## config.mk

```make
export PLATFORM = sky130hd
export DESIGN_NAME = mc_irq_agg
export DESIGN_NICKNAME = d
export VERILOG_FILES = /design/src/rtl/mc_irq_pkg.sv /design/src/rtl/mc_irq_edge.sv /design/src/rtl/mc_irq_bank.sv /design/src/rtl/mc_irq_agg.sv
export SDC_FILE = /design/constraint.sdc
export NUM_CORES = 1
export LEC_CHECK = 0
export CORE_ASPECT_RATIO = 0.9
export CORE_MARGIN = 1
export CORE_UTILIZATION = 23
export DETAILED_ROUTE_END_ITERATION = 8
export PLACE_DENSITY = 0.72
export SLEW_MARGIN = 25
export SYNTH_ARGS = -nofsm -noshare
export SYNTH_HDL_FRONTEND = slang
export SYNTH_SLANG_ARGS = --single-unit
```

## constraint.sdc

```tcl
create_clock -name clk -period 2.05 [get_ports clk]
set_input_delay 0.41 -clock clk [delete_from_list [all_inputs] [get_ports clk]]
set_output_delay 0.41 -clock clk [all_outputs]
set_load 0.02 [all_outputs]
```

## src/rtl/mc_irq_pkg.sv

```systemverilog
package mc_irq_pkg;
   localparam int unsigned EVT_N = 4;
   localparam int unsigned IDX_FIFO = 0;
   localparam int unsigned IDX_TC   = 1;
   localparam int unsigned IDX_W0   = 2;
   localparam int unsigned IDX_W1   = 3;
   // register bit position for each compact event index
   localparam int unsigned EVT_POS [EVT_N] = '{0, 1, 8, 9};
   localparam int unsigned POS_MAX = 9;
   // compact indices captured sticky (pin edges); the rest mirror a level
   localparam logic [EVT_N-1:0] STICKY_MASK = 4'b1100;
   localparam int unsigned WAIT_N = 2;
endpackage

```

## src/rtl/mc_irq_edge.sv

```systemverilog
module mc_irq_edge #(
   parameter int unsigned SYNC_STAGES = 2
) (
   input  logic clk,
   input  logic rst_n,
   input  logic pin,
   input  logic rise_sel,
   output logic pulse
);
   generate
      if (SYNC_STAGES < 2) begin : g_bad_stages
         $error("mc_irq_edge: SYNC_STAGES must be at least 2");
      end
   endgenerate

   logic [SYNC_STAGES-1:0] sync_q;
   logic                   last_q;
   logic                   cur;

   always_ff @(posedge clk or negedge rst_n) begin
      if (!rst_n) begin
         sync_q <= '0;
         last_q <= 1'b0;
      end else begin
         sync_q <= {sync_q[SYNC_STAGES-2:0], pin};
         last_q <= sync_q[SYNC_STAGES-1];
      end
   end

   assign cur   = sync_q[SYNC_STAGES-1];
   assign pulse = rise_sel ? (cur & ~last_q) : (~cur & last_q);
endmodule

```

## src/rtl/mc_irq_bank.sv

```systemverilog
module mc_irq_bank #(
   parameter int unsigned           N      = 4,
   parameter logic [N-1:0]          STICKY = '0
) (
   input  logic         clk,
   input  logic         rst_n,
   input  logic [N-1:0] evt,
   input  logic [N-1:0] clr,
   input  logic         en_we,
   input  logic [N-1:0] en_d,
   output logic [N-1:0] stat_q,
   output logic [N-1:0] en_q,
   output logic         irq_q
);
   generate
      if (N < 1) begin : g_bad_n
         $error("mc_irq_bank: N must be at least 1");
      end
   endgenerate

   for (genvar i = 0; i < N; i++) begin : g_bit
      if (STICKY[i]) begin : g_sticky
         // new edge has priority over a clear in the same cycle
         always_ff @(posedge clk or negedge rst_n) begin
            if (!rst_n) stat_q[i] <= 1'b0;
            else        stat_q[i] <= evt[i] | (stat_q[i] & ~clr[i]);
         end
      end else begin : g_level
         always_ff @(posedge clk or negedge rst_n) begin
            if (!rst_n) stat_q[i] <= 1'b0;
            else        stat_q[i] <= evt[i];
         end
      end
   end

   always_ff @(posedge clk or negedge rst_n) begin
      if (!rst_n) begin
         en_q  <= '0;
         irq_q <= 1'b0;
      end else begin
         if (en_we) en_q <= en_d;
         irq_q <= |(stat_q & en_q);
      end
   end
endmodule

```

## src/rtl/mc_irq_agg.sv

```systemverilog
module mc_irq_agg
   import mc_irq_pkg::*;
#(
   parameter int unsigned DATA_W      = 32,
   parameter int unsigned ADDR_W      = 2,
   parameter int unsigned SYNC_STAGES = 2,
   parameter int unsigned STAT_ADDR   = 0,
   parameter int unsigned EN_ADDR     = 1
) (
   input  logic              clk,
   input  logic              rst_n,
   input  logic [1:0]        wait_pin,
   input  logic [1:0]        wait_rise,
   input  logic              tc_level,
   input  logic              fifo_level,
   input  logic              dma_mode,
   input  logic [ADDR_W-1:0] reg_addr,
   input  logic              reg_wr,
   input  logic [DATA_W-1:0] reg_wdata,
   output logic [DATA_W-1:0] reg_rdata,
   output logic              irq
);
   localparam int unsigned ADDR_SPAN = 1 << ADDR_W;

   generate
      if (DATA_W <= POS_MAX) begin : g_bad_width
         $error("mc_irq_agg: DATA_W too narrow for event bit positions");
      end
      if (STAT_ADDR == EN_ADDR) begin : g_bad_map
         $error("mc_irq_agg: status and enable addresses collide");
      end
      if (STAT_ADDR >= ADDR_SPAN || EN_ADDR >= ADDR_SPAN) begin : g_bad_addr
         $error("mc_irq_agg: register address outside ADDR_W range");
      end
   endgenerate

   logic [WAIT_N-1:0] edge_pulse;
   logic [EVT_N-1:0]  evt_in;
   logic [EVT_N-1:0]  wr_bits;
   logic [EVT_N-1:0]  clr_bits;
   logic [EVT_N-1:0]  stat_q;
   logic [EVT_N-1:0]  en_q;
   logic              sel_stat;
   logic              sel_en;
   logic              en_we;

   for (genvar p = 0; p < WAIT_N; p++) begin : g_wait
      mc_irq_edge #(.SYNC_STAGES(SYNC_STAGES)) edge_i (
         .clk      (clk),
         .rst_n    (rst_n),
         .pin      (wait_pin[p]),
         .rise_sel (wait_rise[p]),
         .pulse    (edge_pulse[p])
      );
   end

   assign evt_in[IDX_FIFO] = fifo_level & ~dma_mode;
   assign evt_in[IDX_TC]   = tc_level;
   assign evt_in[IDX_W0]   = edge_pulse[0];
   assign evt_in[IDX_W1]   = edge_pulse[1];

   assign sel_stat = (reg_addr == ADDR_W'(STAT_ADDR));
   assign sel_en   = (reg_addr == ADDR_W'(EN_ADDR));
   assign en_we    = reg_wr & sel_en;

   for (genvar i = 0; i < EVT_N; i++) begin : g_pick
      assign wr_bits[i] = reg_wdata[EVT_POS[i]];
   end
   assign clr_bits = (reg_wr & sel_stat) ? wr_bits : '0;

   mc_irq_bank #(.N(EVT_N), .STICKY(STICKY_MASK)) bank_i (
      .clk    (clk),
      .rst_n  (rst_n),
      .evt    (evt_in),
      .clr    (clr_bits),
      .en_we  (en_we),
      .en_d   (wr_bits),
      .stat_q (stat_q),
      .en_q   (en_q),
      .irq_q  (irq)
   );

   always_comb begin
      reg_rdata = '0;
      for (int i = 0; i < EVT_N; i++) begin
         if (sel_stat)    reg_rdata[EVT_POS[i]] = stat_q[i];
         else if (sel_en) reg_rdata[EVT_POS[i]] = en_q[i];
      end
   end
endmodule

```

Yosys cells after proc, flatten, opt, wreduce, memory -nomap -nowiden
Index checks and enable logic that the tools add are counted.

Input port bits: 44. Logic and storage cells: 43. Register bits after elaboration: 15. Output and inout bits: 33.

Reductions and logical operators: 2. Mux-type cells: 11. Equal/unequal tests: 1. Bitwise operators: 19.

Operators by type and width (count): 1-bit 2-to-1 mux (10); 1-bit AND (9); 1-bit inverter (7); 4-bit AND (1); 4-bit 2-to-1 mux (1); 4-bit OR reduction (1); 2-bit by 1-bit equality test with 1-bit output, second input constant (1); 2-bit logical NOT (1); 1-bit OR (2).

Logic depth before layout (Yosys ltp)
Depth in word-level cells: 6. Mapped depth: 3. Mapped depth without buffers: 2.

By module
A second synthesis with hierarchy kept.

Cell total of the unflattened synthesis: 77. Area total of the unflattened synthesis: 840.8 um2.

Modules (own cells, without submodules): mc_irq_agg (area each 334.1 um2, seq. area each 0.0 um2, cells each 45, instances 1); mc_irq_bank (area each 311.5 um2, seq. area each 225.2 um2, cells each 20, instances 1); mc_irq_edge (area each 97.6 um2, seq. area each 75.1 um2, cells each 6, instances 2).

Least setup slack after synthesis
Ideal clock, no wire load.

Path kind: input to output. Start point: input reg_addr[0]. End point: output reg_rdata[8]. Arrival time: 0.917 ns. Required time: 1.640 ns. Setup slack: 0.723 ns. Cell stages on the path: 3. Path buffers: 1. Cells stage by stage: buf_6 mux2i_1 nor2_1.

Cells in the longest elaborated chain, start to end: 3. Elaborated cells on any way between the ends: 4. Those cells by class: 1 x eq/ne; 2 x mux; 1 x reduce/logical.

Ends and longest elaborated chain: start: declaration (RTL line mc_irq_agg.sv:17) `input logic [ADDR_W-1:0] reg_addr,`; 2-bit by 1-bit equality test with 1-bit output (RTL line mc_irq_agg.sv:63) `assign sel_en = (reg_addr == ADDR_W'(EN_ADDR));`; 1-bit 2-to-1 mux (RTL line mc_irq_agg.sv:87) `else if (sel_en) reg_rdata[EVT_POS[i]] = en_q[i];`; 1-bit 2-to-1 mux (*) (RTL line mc_irq_agg.sv:86) `if (sel_stat) reg_rdata[EVT_POS[i]] = stat_q[i];`; end: declaration (RTL line mc_irq_agg.sv:20) `output logic [DATA_W-1:0] reg_rdata,`.

Every way passes the cells marked *; elsewhere a longest branch is shown, timed or not.

Worst setup path in the final report
Start point: input reg_addr[1]. End point: output reg_rdata[0].

Same word-level chain as after synthesis.

==> results.sh <==
export IMPL_grt_pass1_vias=480
export IMPL_hp_class="register to register"
export IMPL_grt_pass1_wl_mm=1.92
export IMPL_crit_path_start_kind="primary input"
export IMPL_clkTransAtPathRegs_ps=60
export IMPL_seqCellArea_um2=375
export IMPL_cts_tree="done"
export IMPL_ys_warnings_count=0
export IMPL_grt_usage=0.0682
export IMPL_drt_wl_total_mm=1.22
export IMPL_first_pass_iters=2
export IMPL_worstSetupStartpoint="reg_addr[1]"
export IMPL_synth_enable_flop_cells=0
export IMPL_synth_top_area_share=0.468
export IMPL_cp_end_kind="output pin"
export IMPL_die_x_um=64.2
export IMPL_path_class="primary input to output pin"
export IMPL_place_area_um2=935
export IMPL_gp_congestion=0.711
export IMPL_status="complete, no violations"
export IMPL_met3_usage=0.00787
export IMPL_drt_iter0_drc=2
export IMPL_initial_core_util=0.252
export IMPL_synth_most_common_cell="buf_4"
export IMPL_multi_input_area_um2=307
export IMPL_chipHeight_um=58.0
export IMPL_netlist_top_cells_count="buf_4, dfrtp_1, nor2_1"
export IMPL_period_share=0.889
export IMPL_drc_errors=0
export IMPL_io_buffers=20
export IMPL_hold_ws_ps=349
export IMPL_fin_area_um2=975
export IMPL_ios=77
export IMPL_ys_types=15
export IMPL_via_per_inst=3.82
export IMPL_synth_area_um2=802
export IMPL_cts_buffers=3
export IMPL_clk_latency_ps=250
export IMPL_maxCapViolCount=0
export IMPL_r2r_start="g_wait[0].edge_i.sync_q[1]$_DFF_PN0_"
export IMPL_clockRootBuffer="clkbuf_8"
export IMPL_max_freq_mhz=549
export IMPL_cpPeakStageDelay_ps=520
export IMPL_grt_overflow=0
export IMPL_synthCells=70
export IMPL_reg2reg_slack_ps=1120
export IMPL_synth_area_top_cells="dfrtp_1, buf_4, mux2_2"
export IMPL_min_delay_start="g_wait[1].edge_i.sync_q[0]$_DFF_PN0_"
export IMPL_finClkSkew_ps=4.08
export IMPL_rsz0062_at_grt="false"
export IMPL_num_vias=512
export IMPL_slew_headroom=0.574
export IMPL_avgSynthCellArea_um2=11.5
export IMPL_cts_sinks=15
export IMPL_grt_antenna_before_repair=0
export IMPL_hpwlAfterDp_um=999
export IMPL_rows=19
export IMPL_ys_seq_elements=15
export IMPL_ys_seq_area_frac=0.468
export IMPL_ys_flop_type="dfrtp_1"
export IMPL_finalHoldViolations=0
export IMPL_worst_slew_pin_slew_ps=637
export IMPL_antennaDiodeCount=0
export IMPL_top_usage_layer="met2"
export IMPL_htree_levels=1
export IMPL_critPathRequiredTime_ps=1640
export IMPL_vdd_drop_max_uv=496
export IMPL_layout_nets=137
export IMPL_crit_arrival_ps=1410
export IMPL_dieArea_um2=3730
export IMPL_period_needed_ps=1820
export IMPL_gr_usage_met1=0.0627
export IMPL_detail_route_antenna_nets=0
export IMPL_use_met2=0.129
export IMPL_final_max_slew_viol_count=0
export IMPL_grt_max_degree=16
export IMPL_wl_per_cell_um=9.07
export IMPL_setup_viol=0
export IMPL_p_leak_nw=0.461
export IMPL_synth_top_cell_by_area="dfrtp_1"
export IMPL_n_fill_cell=341
export IMPL_area_delta_synth_final_pct=21.5
export IMPL_ys_async_sr_fraction=1.00
export IMPL_powerDensity_nw_per_um2=775
export IMPL_drive_above_1_share=0.0870
export IMPL_cp_slowest_cell="clkdlybuf4s50_1"
export IMPL_coreArea_um2=3190
export IMPL_cts_hold_buffers=0
export IMPL_worstPathMaxFanout=7
export IMPL_cp_cell_sequence="clkdlybuf4s50_1 -> nor2_1 -> dlygate4sd2_1"
export IMPL_clock_path_buffers=2
## per-layer routing
metal | routed length (um) | part of all wire
met1 | 446 | 0.37
met2 | 637 | 0.52
met3 | 94 | 0.077
met4 | 38 | 0.031
met5 | 0 | 0
## kinds of logic after synthesis
group,share of synthesized area
AO/OA/AOI/OAI,0.0437
other,0.00468
flip-flops,0.468
AND/OR/NAND/NOR,0.101
buffers and inverters,0.276
multiplexers,0.106
## per-stage QoR
step,setup TNS [ps],setup slack (ps),utilization,power [W],std cells
floorplan,0,723,-,0.000498,97
global placement,-1080,-280,0.293,0.000526,130
detailed placement,-1020,-268,0.293,0.000531,130
CTS,0,212,0.306,0.000761,134
global route,0,158,0.306,0.000788,134
finish,0,228,0.306,0.000756,134
## final timing paths
check                                                             to  cells after the start
worst max register to register            bank_i.stat_q[2]$_DFF_PN0_                      2
min in group asynchronous       g_wait[1].edge_i.sync_q[0]$_DFF_PN0_                      1
worst max-delay path                                    reg_rdata[0]                      3
max in group asynchronous                 bank_i.en_q[0]$_DFFE_PN0P_                      1
worst min-delay path            g_wait[1].edge_i.sync_q[1]$_DFF_PN0_                      0
worst min register to register  g_wait[1].edge_i.sync_q[1]$_DFF_PN0_                      0
## worst max-delay path: cells and delay by family
family                 cells  cell delay, ps
buffers and inverters      2             860
AND/OR/NAND/NOR            1             140
## cells in the final DEF (no fill, tap or decap)
cell             Yosys  layout
conb_1               1      28
dfrtp_1             15      15
clkdlybuf4s50_1      0      15
nor2_1               5       5
dlygate4sd2_1        0       5
mux2i_1              4       4
mux2_2               4       4
clkbuf_8             0       3
nand4bb_1            2       2
nor2b_1              2       2
a221o_1              2       2
a22oi_1              2       2
nor3b_1              1       1
and3b_1              1       1
nand2_1              1       1
nand3b_1             1       1
clkinv_2             0       1
## report_power, final
group	leakage, nW	switching [W]	internal (W)
clock	0.0255	0.000103	0.000135
sequential	0.172	0.0000209	0.000329
combinational	0.263	0.0000969	0.0000715
## timing repair
action / 4_1_cts / 5_1_grt
resized for setup: 5 / 0
setup endpoints to repair: 4 / 0
buffers inserted: 0 / 0
hold endpoints to repair: 0 / 0
## cell type report
| type | count | area share |
|---|---|---|
| clock inverters | 1 | 0.00513 |
| flip-flops and latches | 15 | 0.385 |
| clock buffers | 3 | 0.0424 |
| well taps | 42 | 0.0539 |
| multi-input cells | 53 | 0.315 |
| repair buffers | 20 | 0.199 |
## sequential cells by signal, summed over array words and instances, names as in the netlist
signal	cells
g_wait.edge_i.last_q	2
bank_i.en_q	4
bank_i.stat_q	4
bank_i.irq_q	1
g_wait.edge_i.sync_q	4
Note: power is estimated with default switching activity, not from simulation.
